$ cat src/rtl/nru_pkg.sv
package nru_pkg;
   // Rank of a way, built as {referenced, modified}
   typedef enum logic [1:0] {
      RANK_COLD      = 2'd0,
      RANK_DIRTY     = 2'd1,
      RANK_TOUCHED   = 2'd2,
      RANK_HOT_DIRTY = 2'd3
   } nru_rank_e;

   localparam int unsigned RANK_LEVELS = 4;
endpackage

$ cat src/rtl/nru_flag_bank.sv
module nru_flag_bank #(
   parameter int unsigned WAYS  = 4,
   parameter int unsigned WAY_W = $clog2(WAYS)
) (
   input  logic             clk,
   input  logic             rst_n,
   input  logic             acc_en,
   input  logic [WAY_W-1:0] acc_way,
   input  logic             acc_wr,
   input  logic             fill_en,
   input  logic [WAY_W-1:0] fill_way,
   input  logic             fill_wr,
   input  logic             age_clr,
   output logic [WAYS-1:0]  ref_q,
   output logic [WAYS-1:0]  mod_q
);
   for (genvar g = 0; g < WAYS; g++) begin : g_way
      logic acc_hit, fill_hit, set_ref, set_mod;
      assign acc_hit  = acc_en  && (acc_way  == WAY_W'(g));
      assign fill_hit = fill_en && (fill_way == WAY_W'(g));
      assign set_ref  = acc_hit || fill_hit;
      assign set_mod  = (acc_hit && acc_wr) || (fill_hit && fill_wr);

      always_ff @(posedge clk) begin
         if (!rst_n) begin
            ref_q[g] <= 1'b0;
            mod_q[g] <= 1'b0;
         end else begin
            // setting beats the aging clear
            ref_q[g] <= set_ref | (ref_q[g] & ~age_clr);
            mod_q[g] <= set_mod | (mod_q[g] & ~age_clr);
         end
      end


      acc_sets_ref_chk: assert property (@(posedge clk) disable iff (!rst_n)
         (acc_en && acc_way == WAY_W'(g)) |=> ref_q[g]);

      wr_sets_mod_chk: assert property (@(posedge clk) disable iff (!rst_n)
         (acc_en && acc_wr && acc_way == WAY_W'(g)) |=> mod_q[g]);

      fill_rd_keeps_mod_chk: assert property (@(posedge clk) disable iff (!rst_n)
         (fill_en && !fill_wr && fill_way == WAY_W'(g) && !age_clr &&
          !(acc_en && acc_way == WAY_W'(g))) |=> $stable(mod_q[g]));

      age_wipes_chk: assert property (@(posedge clk) disable iff (!rst_n)
         (age_clr && !(acc_en && acc_way == WAY_W'(g)) &&
          !(fill_en && fill_way == WAY_W'(g))) |=> (!ref_q[g] && !mod_q[g]));

      set_beats_age_chk: assert property (@(posedge clk) disable iff (!rst_n)
         (age_clr && fill_en && fill_way == WAY_W'(g)) |=> ref_q[g]);
   end
endmodule

$ cat src/rtl/nru_rank_map.sv
module nru_rank_map
   import nru_pkg::*;
#(
   parameter int unsigned WAYS = 4
) (
   input  logic [WAYS-1:0]                  ref_i,
   input  logic [WAYS-1:0]                  mod_i,
   output nru_rank_e [WAYS-1:0]             rank_o,
   output logic [RANK_LEVELS-1:0][WAYS-1:0] member_o
);
   for (genvar g = 0; g < WAYS; g++) begin : g_rank
      assign rank_o[g] = nru_rank_e'({ref_i[g], mod_i[g]});
      for (genvar c = 0; c < RANK_LEVELS; c++) begin : g_lvl
         assign member_o[c][g] = (rank_o[g] == nru_rank_e'(c));
      end
   end
endmodule

$ cat src/rtl/nru_pick_low.sv
module nru_pick_low
   import nru_pkg::*;
#(
   parameter int unsigned WAYS  = 4,
   parameter int unsigned WAY_W = $clog2(WAYS)
) (
   input  logic [RANK_LEVELS-1:0][WAYS-1:0] member_i,
   output logic [WAY_W-1:0]                 pick_o
);
   logic [WAYS-1:0] low_set;
   logic            lvl_found;
   logic            way_found;

   always_comb begin
      low_set   = member_i[RANK_LEVELS-1];
      lvl_found = 1'b0;
      for (int c = 0; c < RANK_LEVELS; c++) begin
         if (!lvl_found && (|member_i[c])) begin
            low_set   = member_i[c];
            lvl_found = 1'b1;
         end
      end
      pick_o    = '0;
      way_found = 1'b0;
      for (int i = 0; i < WAYS; i++) begin
         if (!way_found && low_set[i]) begin
            pick_o    = WAY_W'(i);
            way_found = 1'b1;
         end
      end
   end
endmodule

$ cat src/rtl/nru_victim_sel.sv
module nru_victim_sel
   import nru_pkg::*;
#(
   parameter int unsigned WAYS  = 4,
   parameter int unsigned WAY_W = $clog2(WAYS)
) (
   input  logic             clk,
   input  logic             rst_n,
   input  logic             acc_en,
   input  logic [WAY_W-1:0] acc_way,
   input  logic             acc_wr,
   input  logic             fill_en,
   input  logic [WAY_W-1:0] fill_way,
   input  logic             fill_wr,
   input  logic             vic_req,
   input  logic             age_clr,
   output logic [WAY_W-1:0] vic_way,
   output logic             vic_valid
);
   if (WAYS < 2) begin : g_bad_ways
      $error("nru_victim_sel: WAYS must be at least 2");
   end
   if (WAY_W != $clog2(WAYS)) begin : g_bad_width
      $error("nru_victim_sel: WAY_W must equal clog2(WAYS)");
   end

   logic [WAYS-1:0]                  ref_w, mod_w;
   nru_rank_e [WAYS-1:0]             rank_w;
   logic [RANK_LEVELS-1:0][WAYS-1:0] member_w;
   logic [WAY_W-1:0]                 pick_w;

   nru_flag_bank #(.WAYS(WAYS), .WAY_W(WAY_W)) i_flags (
      .clk      (clk),
      .rst_n    (rst_n),
      .acc_en   (acc_en),
      .acc_way  (acc_way),
      .acc_wr   (acc_wr),
      .fill_en  (fill_en),
      .fill_way (fill_way),
      .fill_wr  (fill_wr),
      .age_clr  (age_clr),
      .ref_q    (ref_w),
      .mod_q    (mod_w)
   );

   nru_rank_map #(.WAYS(WAYS)) i_rank (
      .ref_i    (ref_w),
      .mod_i    (mod_w),
      .rank_o   (rank_w),
      .member_o (member_w)
   );

   nru_pick_low #(.WAYS(WAYS), .WAY_W(WAY_W)) i_pick (
      .member_i (member_w),
      .pick_o   (pick_w)
   );

   always_ff @(posedge clk) begin
      if (!rst_n) begin
         vic_way   <= '0;
         vic_valid <= 1'b0;
      end else begin
         vic_valid <= vic_req;
         if (vic_req) vic_way <= pick_w;
      end
   end


   valid_follows_req_chk: assert property (@(posedge clk) disable iff (!rst_n)
      vic_req |=> vic_valid);

   no_stray_valid_chk: assert property (@(posedge clk) disable iff (!rst_n)
      !vic_req |=> !vic_valid);

   for (genvar g = 0; g < WAYS; g++) begin : g_order

      lowest_rank_chk: assert property (@(posedge clk) disable iff (!rst_n)
         rank_w[pick_w] <= rank_w[g]);

      lowest_index_chk: assert property (@(posedge clk) disable iff (!rst_n)
         (rank_w[pick_w] == rank_w[g]) |-> (pick_w <= WAY_W'(g)));
   end
endmodule

$ cat config.mk
export PLATFORM = sky130hd
export DESIGN_NAME = nru_victim_sel
export DESIGN_NICKNAME = d
export VERILOG_FILES = /design/src/rtl/nru_pkg.sv /design/src/rtl/nru_flag_bank.sv /design/src/rtl/nru_rank_map.sv /design/src/rtl/nru_pick_low.sv /design/src/rtl/nru_victim_sel.sv
export SDC_FILE = /design/constraint.sdc
export NUM_CORES = 1
export LEC_CHECK = 0
export ABC_CLOCK_PERIOD_IN_PS = 1500
export BUFFER_PORTS_ARGS = -buffer_cell sky130_fd_sc_hd__buf_4
export CORE_MARGIN = 2
export CORE_UTILIZATION = 25
export CTS_BUF_LIST = sky130_fd_sc_hd__clkbuf_16
export CTS_CLUSTER_DIAMETER = 120
export DETAILED_ROUTE_END_ITERATION = 8
export PLACE_DENSITY = 0.5
export SYNTH_ARGS = -nofsm -noshare
export SYNTH_HDL_FRONTEND = slang
export SYNTH_SLANG_ARGS = --single-unit
$ cat constraint.sdc
create_clock -name clk -period 1.5 [get_ports clk]
set_input_delay 0.225 -clock clk [delete_from_list [all_inputs] [get_ports clk]]
set_output_delay 0.225 -clock clk [all_outputs]
set_load 0.01 [all_outputs]
## Word level (Yosys, flattened, before mapping)

Index checks and enable logic that the tools add are counted.

- Register bits: 11
- Input bits: 12

- Equality and inequality tests: 18
- Muxes and demuxes: 13
- Bitwise gates (word level): 17
- Reductions and logical operators: 46

Operator list:

| operator | number |
|---|---|
| 2-bit == test (second input constant) | 12 |
| 1-bit logical AND | 22 |
| 4-bit two-way mux | 4 |
| 4-bit OR reduction | 4 |
| 2-bit by 1-bit == test with 1-bit output (second input constant) | 6 |
| 2-bit zero test | 6 |
| 1-bit bitwise AND | 8 |
| 1-bit logical OR | 8 |
| 1-bit bitwise OR | 8 |
| 1-bit two-way mux | 7 |
| 1-bit zero test | 6 |
| 2-bit two-way mux | 2 |
| 1-bit inverter | 1 |

## Depth between registers and ports, before layout

Gate-level depths: netlist of run 1.

- Depth after elaboration: 22
- Mapped depth: 5
- Depth with buffers taken out: 5

## Modules after synthesis

Synthesis of run 1 repeated with hierarchy kept, for this count alone.

- Cell total of the unflattened synthesis: 108
- Area total of the unflattened synthesis: 919.6 µm²

Modules (own cells, without submodules):

| module | instances | cells an instance | area an instance (µm²) | seq. area each (µm²) |
|---|---|---|---|---|
| nru_flag_bank | 1 | 41 | 391.6 | 160.2 |
| nru_pick_low | 1 | 35 | 252.7 | 0.0 |
| nru_rank_map | 1 | 24 | 175.2 | 0.0 |
| nru_victim_sel | 1 | 8 | 100.1 | 60.1 |

## Worst setup path after synthesis of run 1

Ideal clock, no wire load.

- Path kind: reg2reg
- Start: register i_flags.mod_q[1]
- End: register vic_way[0]
- Arrival time: 1.253 ns
- Path slack: 0.159 ns
- Stages on the path, launching flop included: 6
- Path through: dfxtp_1 and2b_4 o31a_1 o21ai_1 nand3_1 a311oi_2

- Word-level cells in the longest chain between the ends: 22
- Elaborated cells on any way between the ends: 33
- Classes of those cells: eq/ne: 3; mux: 13; reduce/logical: 17

RTL lines:

| what | RTL line | RTL |
|---|---|---|
| start: declaration | nru_flag_bank.sv:15 | `output logic [WAYS-1:0] mod_q` |
| start signal: indexed assignment | nru_flag_bank.sv:31 | `mod_q[g] <= set_mod \| (mod_q[g] & ~age_clr);` |
| 2-bit zero test | nru_rank_map.sv:14 | `assign member_o[c][g] = (rank_o[g] == nru_rank_e'(c));` |
| 4-bit OR reduction | nru_pick_low.sv:18 | `if (!lvl_found && (\|member_i[c])) begin` |
| 1-bit two-way mux | nru_pick_low.sv:18 |  |
| 1-bit zero test | nru_pick_low.sv:18 |  |
| 1-bit logical AND | nru_pick_low.sv:18 |  |
| 1-bit two-way mux | nru_pick_low.sv:18 |  |
| 1-bit zero test | nru_pick_low.sv:18 |  |
| 1-bit logical AND | nru_pick_low.sv:18 |  |
| (+6 left out) | -- |  |
| 1-bit logical AND | nru_pick_low.sv:26 | `if (!way_found && low_set[i]) begin` |
| 1-bit two-way mux | nru_pick_low.sv:26 |  |
| 1-bit zero test | nru_pick_low.sv:26 |  |
| 1-bit logical AND | nru_pick_low.sv:26 |  |
| 1-bit two-way mux | nru_pick_low.sv:26 |  |
| 1-bit zero test | nru_pick_low.sv:26 |  |
| 1-bit logical AND | nru_pick_low.sv:26 |  |
| 2-bit two-way mux (*) | nru_pick_low.sv:26 |  |
| end signal: assignment | nru_victim_sel.sv:64 | `if (vic_req) vic_way <= pick_w;` |
| end: declaration | nru_victim_sel.sv:17 | `output logic [WAY_W-1:0] vic_way,` |

Mark *: on every way between the ends. The rest lies on a longest branch, timed or not.
A chain may end at the register's enable or synchronous reset.

## Worst setup path in the final report of run 1

- Start: register i_flags.ref_q[0]
- End: register vic_way[0]

- Word-level cells in the longest chain between the ends: 22
- Elaborated cells on any way between the ends: 33
- Classes of those cells: eq/ne: 3; mux: 13; reduce/logical: 17

RTL lines:

| what | RTL line | RTL |
|---|---|---|
| start: declaration | nru_flag_bank.sv:14 | `output logic [WAYS-1:0] ref_q,` |
| start signal: indexed assignment | nru_flag_bank.sv:30 | `ref_q[g] <= set_ref \| (ref_q[g] & ~age_clr);` |
| 2-bit zero test | nru_rank_map.sv:14 |  |
| 4-bit OR reduction | nru_pick_low.sv:18 |  |
| 1-bit two-way mux | nru_pick_low.sv:18 |  |
| 1-bit zero test | nru_pick_low.sv:18 |  |
| 1-bit logical AND | nru_pick_low.sv:18 |  |
| 1-bit two-way mux | nru_pick_low.sv:18 |  |
| 1-bit zero test | nru_pick_low.sv:18 |  |
| 1-bit logical AND | nru_pick_low.sv:18 |  |
| (+6 left out) | -- |  |
| 1-bit logical AND | nru_pick_low.sv:26 |  |
| 1-bit two-way mux | nru_pick_low.sv:26 |  |
| 1-bit zero test | nru_pick_low.sv:26 |  |
| 1-bit logical AND | nru_pick_low.sv:26 |  |
| 1-bit two-way mux | nru_pick_low.sv:26 |  |
| 1-bit zero test | nru_pick_low.sv:26 |  |
| 1-bit logical AND | nru_pick_low.sv:26 |  |
| 2-bit two-way mux (*) | nru_pick_low.sv:26 |  |

Marked as above.

==> impl_metrics.tcl, run 1 <==
set metrics [dict create \
    critical_path.endpoint_type "flip-flop" \
    routed_wl_um 1600 \
    cts_tree "built" \
    holdBufCountCts 0 \
    post-place-ws_ps 142 \
    cap_violations 0 \
    fin_crit_ps 1400 \
    clk_latency_ps 240 \
    power_density_mw_per_mm2 1060 \
    cts.sinks 11 \
    post-synth-top-area-fraction_pct 35.3 \
    cts_inserted_buffers 3 \
    post-route-period-util_pct 93.4 \
    grt_max_degree 11 \
    setup_ws_ps 99.1 \
    final.setup_skew_ps 3.81 \
    die_w_um 54.0 \
    avgSynthCellArea_um2 7.90 \
    critPathArrivalTime_ps 1550 \
    hold_class "input pin to flip-flop" \
    syn_inst 79 \
    final_common_cell "buf_4" \
    viasPerCell 5.18 \
    drtAntennaViolNets 0 \
    io_pins 15 \
    firstDrtPassIters 4 \
    grt_pass1_wl_um 2520 \
    syn_to_final_growth_pct 41.3 \
    layout-drive-gt1-share_pct 26.0 \
    synth_area_um2 624 \
    layout_common_cells "buf_4 (18), nand2_1 (9), nor2_1 (9), dfxtp_1 (9), nand3_1 (7)" \
    die_h_um 54.0 \
    final_util_pct 36.6 \
    synth_area_leader_cell "dfxtp_1" \
    yosysWarnings 0 \
    ys_ff_latch 11 \
    drv_slew 0 \
    critPathLaunchType "flip-flop" \
    grt_use_total_pct 12.9 \
    ys_seq_area_share_pct 35.3 \
    relSlewSlack_pct 75.9 \
    critPathRequiredTime_ps 1650 \
    synth_fp_nets 91 \
    critPathKind "flip-flop to flip-flop" \
    place.gp.congestion 0.769 \
    dp.cells 125 \
    core_area_mm2 0.00241 \
    setup_viol 0 \
    hpwl_um 1210 \
    wl_per_cell_um 12.3 \
    rows 18 \
    fmax_mhz 714 \
    grt_pass1_vias 577 \
    antenna_found_initial 0 \
    outcome "finished clean" \
    htreeDepth 1 \
    cellLeakagePower_nw 0.345 \
    antenna_cells 0 \
    portBuffers 14 \
    ir_drop_mv 0.516 \
    hold_slack_ps 206 \
    clk_pin_slew_ps 40 \
    via_count 674 \
    grt_overflow 0 \
    drc 0 \
    clockBufferDepth 2 \
    yosysUniqueCellTypes 29 \
    drt_iter0_markers 21 \
    n_fill_cell 245 \
    start_util_pct 25.9 \
    synth_area_leaders "dfxtp_1 (35%), nand3_1 (5.6%), nand2_1 (5.4%)" \
    final-hold-violation-count 0 \
    cp_max_fo 7 \
    dieArea_mm2 0.00291 \
    root_buffer "clkbuf_16" \
    nNetsFinal 113 \
    final_cells 130 \
    worst_pin_slew_ps 357 \
]
-- cells by family after synthesis --
logic type	synth area share, %
AO/OA/AOI/OAI	27.1
buffers and inverters	2.40
flip-flops	35.3
multiplexers	1.60
AND/OR/NAND/NOR	33.7
-- sequential cells by signal, indices dropped and copies added (netlist names) --
register and flops:
vic_way 2, i_flags.ref_q 4, vic_valid 1, i_flags.mod_q 4
-- cell usage after synthesis --
cell type and instances:
and2_1 1, o211ai_1 1, o31a_1 1, a311oi_2 1
nand4b_1 2, and2b_4 1, dfxtp_1 11, mux2i_1 1
clkinv_1 1, nand2b_1 1, nor2_1 9, a32o_1 1
nand3b_1 2, o311ai_1 2, clkbuf_1 1, a222oi_1 2
nand4_1 3, nand3_1 7, and2b_1 2, o21ai_1 1
a31oi_1 4, nor2b_1 3, o22ai_1 2, inv_1 2
a21oi_1 3, o21ai_0 3, nand2_1 9, a32oi_1 1
o311ai_0 1
-- per-layer routing --
metal  global-route usage, %  wire length, um  part of all wire [%]
met1                    15.3              726                    45
met2                    19.3              734                    46
met3                    5.28               99                   6.2
met4                    7.50               44                   2.7
met5                       0                0                     0
-- stage by stage --
stage / power, mW / TNS (ps) / area [um2]
after floorplan: 0.394 / 0 / 624
after global placement: 0.454 / 0 / 786
after detailed placement: 0.453 / 0 / 786
after CTS: 0.949 / 0 / 865
after global routing: 0.976 / -8.25 / 882
final: 0.939 / 0 / 882
-- final cells by class --
class	instances	area [um2]	area share, %
clock buffers	3	75.1	8.51
inverters	3	11.3	1.28
clock inverters	1	3.75	0.426
repair buffers	18	135	15.3
flip-flops and latches	11	223	25.2
multi-input cells	64	397	45.0
well taps	30	37.5	4.26
-- power by group --
part           switching [mW]  internal [mW]  total (mW)
sequential             0.0167          0.309       0.326
clock                   0.138          0.350       0.488
combinational          0.0633         0.0616       0.125
-- critical path, stage by stage, from the launching register on --
cell      delay [ps]
dfxtp_1          360
and2b_1          220
o31a_1           280
o21ai_1          110
nand3_1          110
a311oi_2         230
-- what timing repair did --
action	in CTS	in global routing
buffers inserted	0	1
gates resized for setup	0	3
endpoints found under the setup margin	0	1
-- path summary, 6_finish.rpt --
kind | from | end | slack (ps) | cells after the start
max reg2reg | i_flags.ref_q[0] | vic_way[0] | 100 | 5
max | i_flags.ref_q[0] | vic_way[0] | 100 | 5
min reg2reg | vic_way[1] | vic_way[1] | 490 | 2
min | rst_n | vic_valid | 210 | 2
Power figures use the tool's default switching activity.
==> inputs of run 2 (changes only) <==
--- a/config.mk
+++ b/config.mk
@@ -8,11 +8,11 @@
 export ABC_CLOCK_PERIOD_IN_PS = 1500
 export BUFFER_PORTS_ARGS = -buffer_cell sky130_fd_sc_hd__buf_4
 export CORE_MARGIN = 2
-export CORE_UTILIZATION = 25
+export CORE_UTILIZATION = 43
 export CTS_BUF_LIST = sky130_fd_sc_hd__clkbuf_16
 export CTS_CLUSTER_DIAMETER = 120
 export DETAILED_ROUTE_END_ITERATION = 8
-export PLACE_DENSITY = 0.5
+export PLACE_DENSITY = 0.73
 export SYNTH_ARGS = -nofsm -noshare
 export SYNTH_HDL_FRONTEND = slang
 export SYNTH_SLANG_ARGS = --single-unit
==> run 2 against run 1 <==
Against the previous run:
- first-iteration DRC count increased by 81%
- sequential power barely moved
- final cell count shrank 12%
- clock skew hardly changed
- sequential cell count unchanged
- highest routed layer unchanged
- utilization is 28 points higher
- fmax increased by 0.12%
- sequential share of layout area grew 0.26 points
- clock power shrank 1%
- worst setup slack better by 1.7 ps
==> impl_metrics.tcl, run 2 (synthesized netlist as in run 1, its figures left out) <==
set metrics [dict create \
    outcome "finished clean" \
    drtAntennaViolNets 0 \
    hpwl_um 1170 \
    start_util_pct 46.8 \
    setup_ws_ps 101 \
    root_buffer "clkbuf_16" \
    wl_per_cell_um 14.8 \
    cts_tree "built" \
    rows 13 \
    core_area_mm2 0.00133 \
    layout-drive-gt1-share_pct 25.0 \
    grtUsageMet1_pct 25.6 \
    place.gp.congestion 0.803 \
    ir_drop_mv 0.590 \
    drc 0 \
    layout_common_cells "buf_4 (18), dfxtp_1 (11), nand2_1 (9), nor2_1 (9), nand3_1 (7)" \
    io_pins 15 \
    firstDrtPassIters 4 \
    multi_input_area_um2 399 \
    n_fill_cell 127 \
    post-route-period-util_pct 93.3 \
    cap_violations 0 \
    antenna_found_initial 0 \
    critPathArrivalTime_ps 1550 \
    crit_path_cell_trace "and2b_1, o31a_1, o21ai_1, nand3_1, a311oi_2" \
    power_frac_clock_pct 51.3 \
    worst_pin_slew_ps 295 \
    critical_path.endpoint_type "flip-flop" \
    cts.sinks 11 \
    pwr-share-comb_pct 14.0 \
    final-hold-violation-count 0 \
    htreeDepth 1 \
    critPathLaunchType "flip-flop" \
    critical_path.max_stage_delay_ps 360 \
    grt_use_total_pct 20.5 \
    post_cts_buffers 0 \
    portBuffers 14 \
    setup_viol 0 \
    die_h_um 42.1 \
    dieArea_mm2 0.00177 \
    grtUsageMet3_pct 7.76 \
    switching_share_pct 23.3 \
    power_density_mw_per_mm2 1090 \
    fin_crit_ps 1400 \
    nNetsFinal 113 \
    power.switching_mw 0.219 \
    relSlewSlack_pct 80.2 \
    cellLeakagePower_nw 0.349 \
    postCtsResizedCells 0 \
    clk_latency_ps 240 \
    cp_top_family "compound AO/OA/AOI/OAI gates" \
    die_w_um 42.1 \
    grt_pass1_wl_um 2780 \
    met2_usage_pct 30.6 \
    cp_slowest_cell "dfxtp_1" \
    hold_slack_ps 226 \
    cts_inserted_buffers 3 \
    post-place-ws_ps 133 \
    syn_to_final_growth_pct 38.3 \
    critPathKind "flip-flop to flip-flop" \
    dp.cells 111 \
    grt_pass1_vias 628 \
    busiest_layer "met2" \
    antenna_cells 0 \
    final_common_cell "buf_4" \
    drt_iter0_markers 38 \
    crit_buf_inv 0 \
    biggestRegsByFlops "i_flags.mod_q x4, i_flags.ref_q x4, vic_way x2" \
    viasPerCell 6.27 \
    hold_class "input pin to flip-flop" \
    holdBufCountCts 0 \
    grt_overflow 0 \
    clk_pin_slew_ps 40 \
    fmax_mhz 715 \
    critPathRequiredTime_ps 1660 \
    grt_max_degree 11 \
    via_count 721 \
    p_seq_share_pct 34.7 \
    final.setup_skew_ps 3.34 \
    cp_max_fo 6 \
    drv_slew 0 \
    p_int_mw 0.723 \
    clockBufferDepth 2 \
    register_area_um2 220 \
    final_cells 115 \
    routed_wl_um 1700 \
]
## run 2: final cells by class
cell class                 count  share of cell area, %
multi-input combinational     64                   46.2
sequential                    11                   25.5
timing repair buffer          18                   15.7
clock buffer                   3                   8.70
tap                           15                   2.17
inverter                       3                   1.30
clock inverter                 1                  0.435
## run 2: final timing paths
kind	cells after the start	from	slack [ps]	endpoint
max	5	i_flags.ref_q[0]	100	vic_way[0]
min	2	rst_n	230	vic_valid
max reg2reg	5	i_flags.ref_q[0]	100	vic_way[0]
min reg2reg	2	vic_way[1]	510	vic_way[1]
## run 2: worst reg2reg max path: cells and delay by family, from the launching register on
family | cells | cell delay [ps]
compound gates | 3 | 630
flops | 1 | 360
simple gates | 2 | 320
## run 2: metal layers
| layer | vias to the layer above | share of wire, % |
|---|---|---|
| met3 | 7 | 4.9 |
| met5 | - | 0 |
| met2 | 27 | 49 |
| met1 | 338 | 44 |
| li1 | 349 | - |
| met4 | 0 | 2.1 |
## run 2: stage by stage
stage / power, mW / instance area (um2) / TNS, ps / util [%]
after floorplan: 0.394 / 624 / 0 / -
after global placement: 0.453 / 774 / 0 / 58.1
after detailed placement: 0.456 / 774 / 0 / 58.1
after CTS: 0.936 / 853 / 0 / 64.0
after global routing: 0.967 / 863 / -2.46 / 64.7
final: 0.942 / 863 / 0 / 64.7
## run 2: power groups by stage
stage                     logic [mW]  registers, mW  clock network [mW]
after global placement         0.124          0.329                   0
after CTS                      0.128          0.325               0.482
after global routing           0.145          0.329               0.493
after detailed placement       0.127          0.329                   0
final                          0.132          0.327               0.483
after floorplan               0.0643          0.329                   0
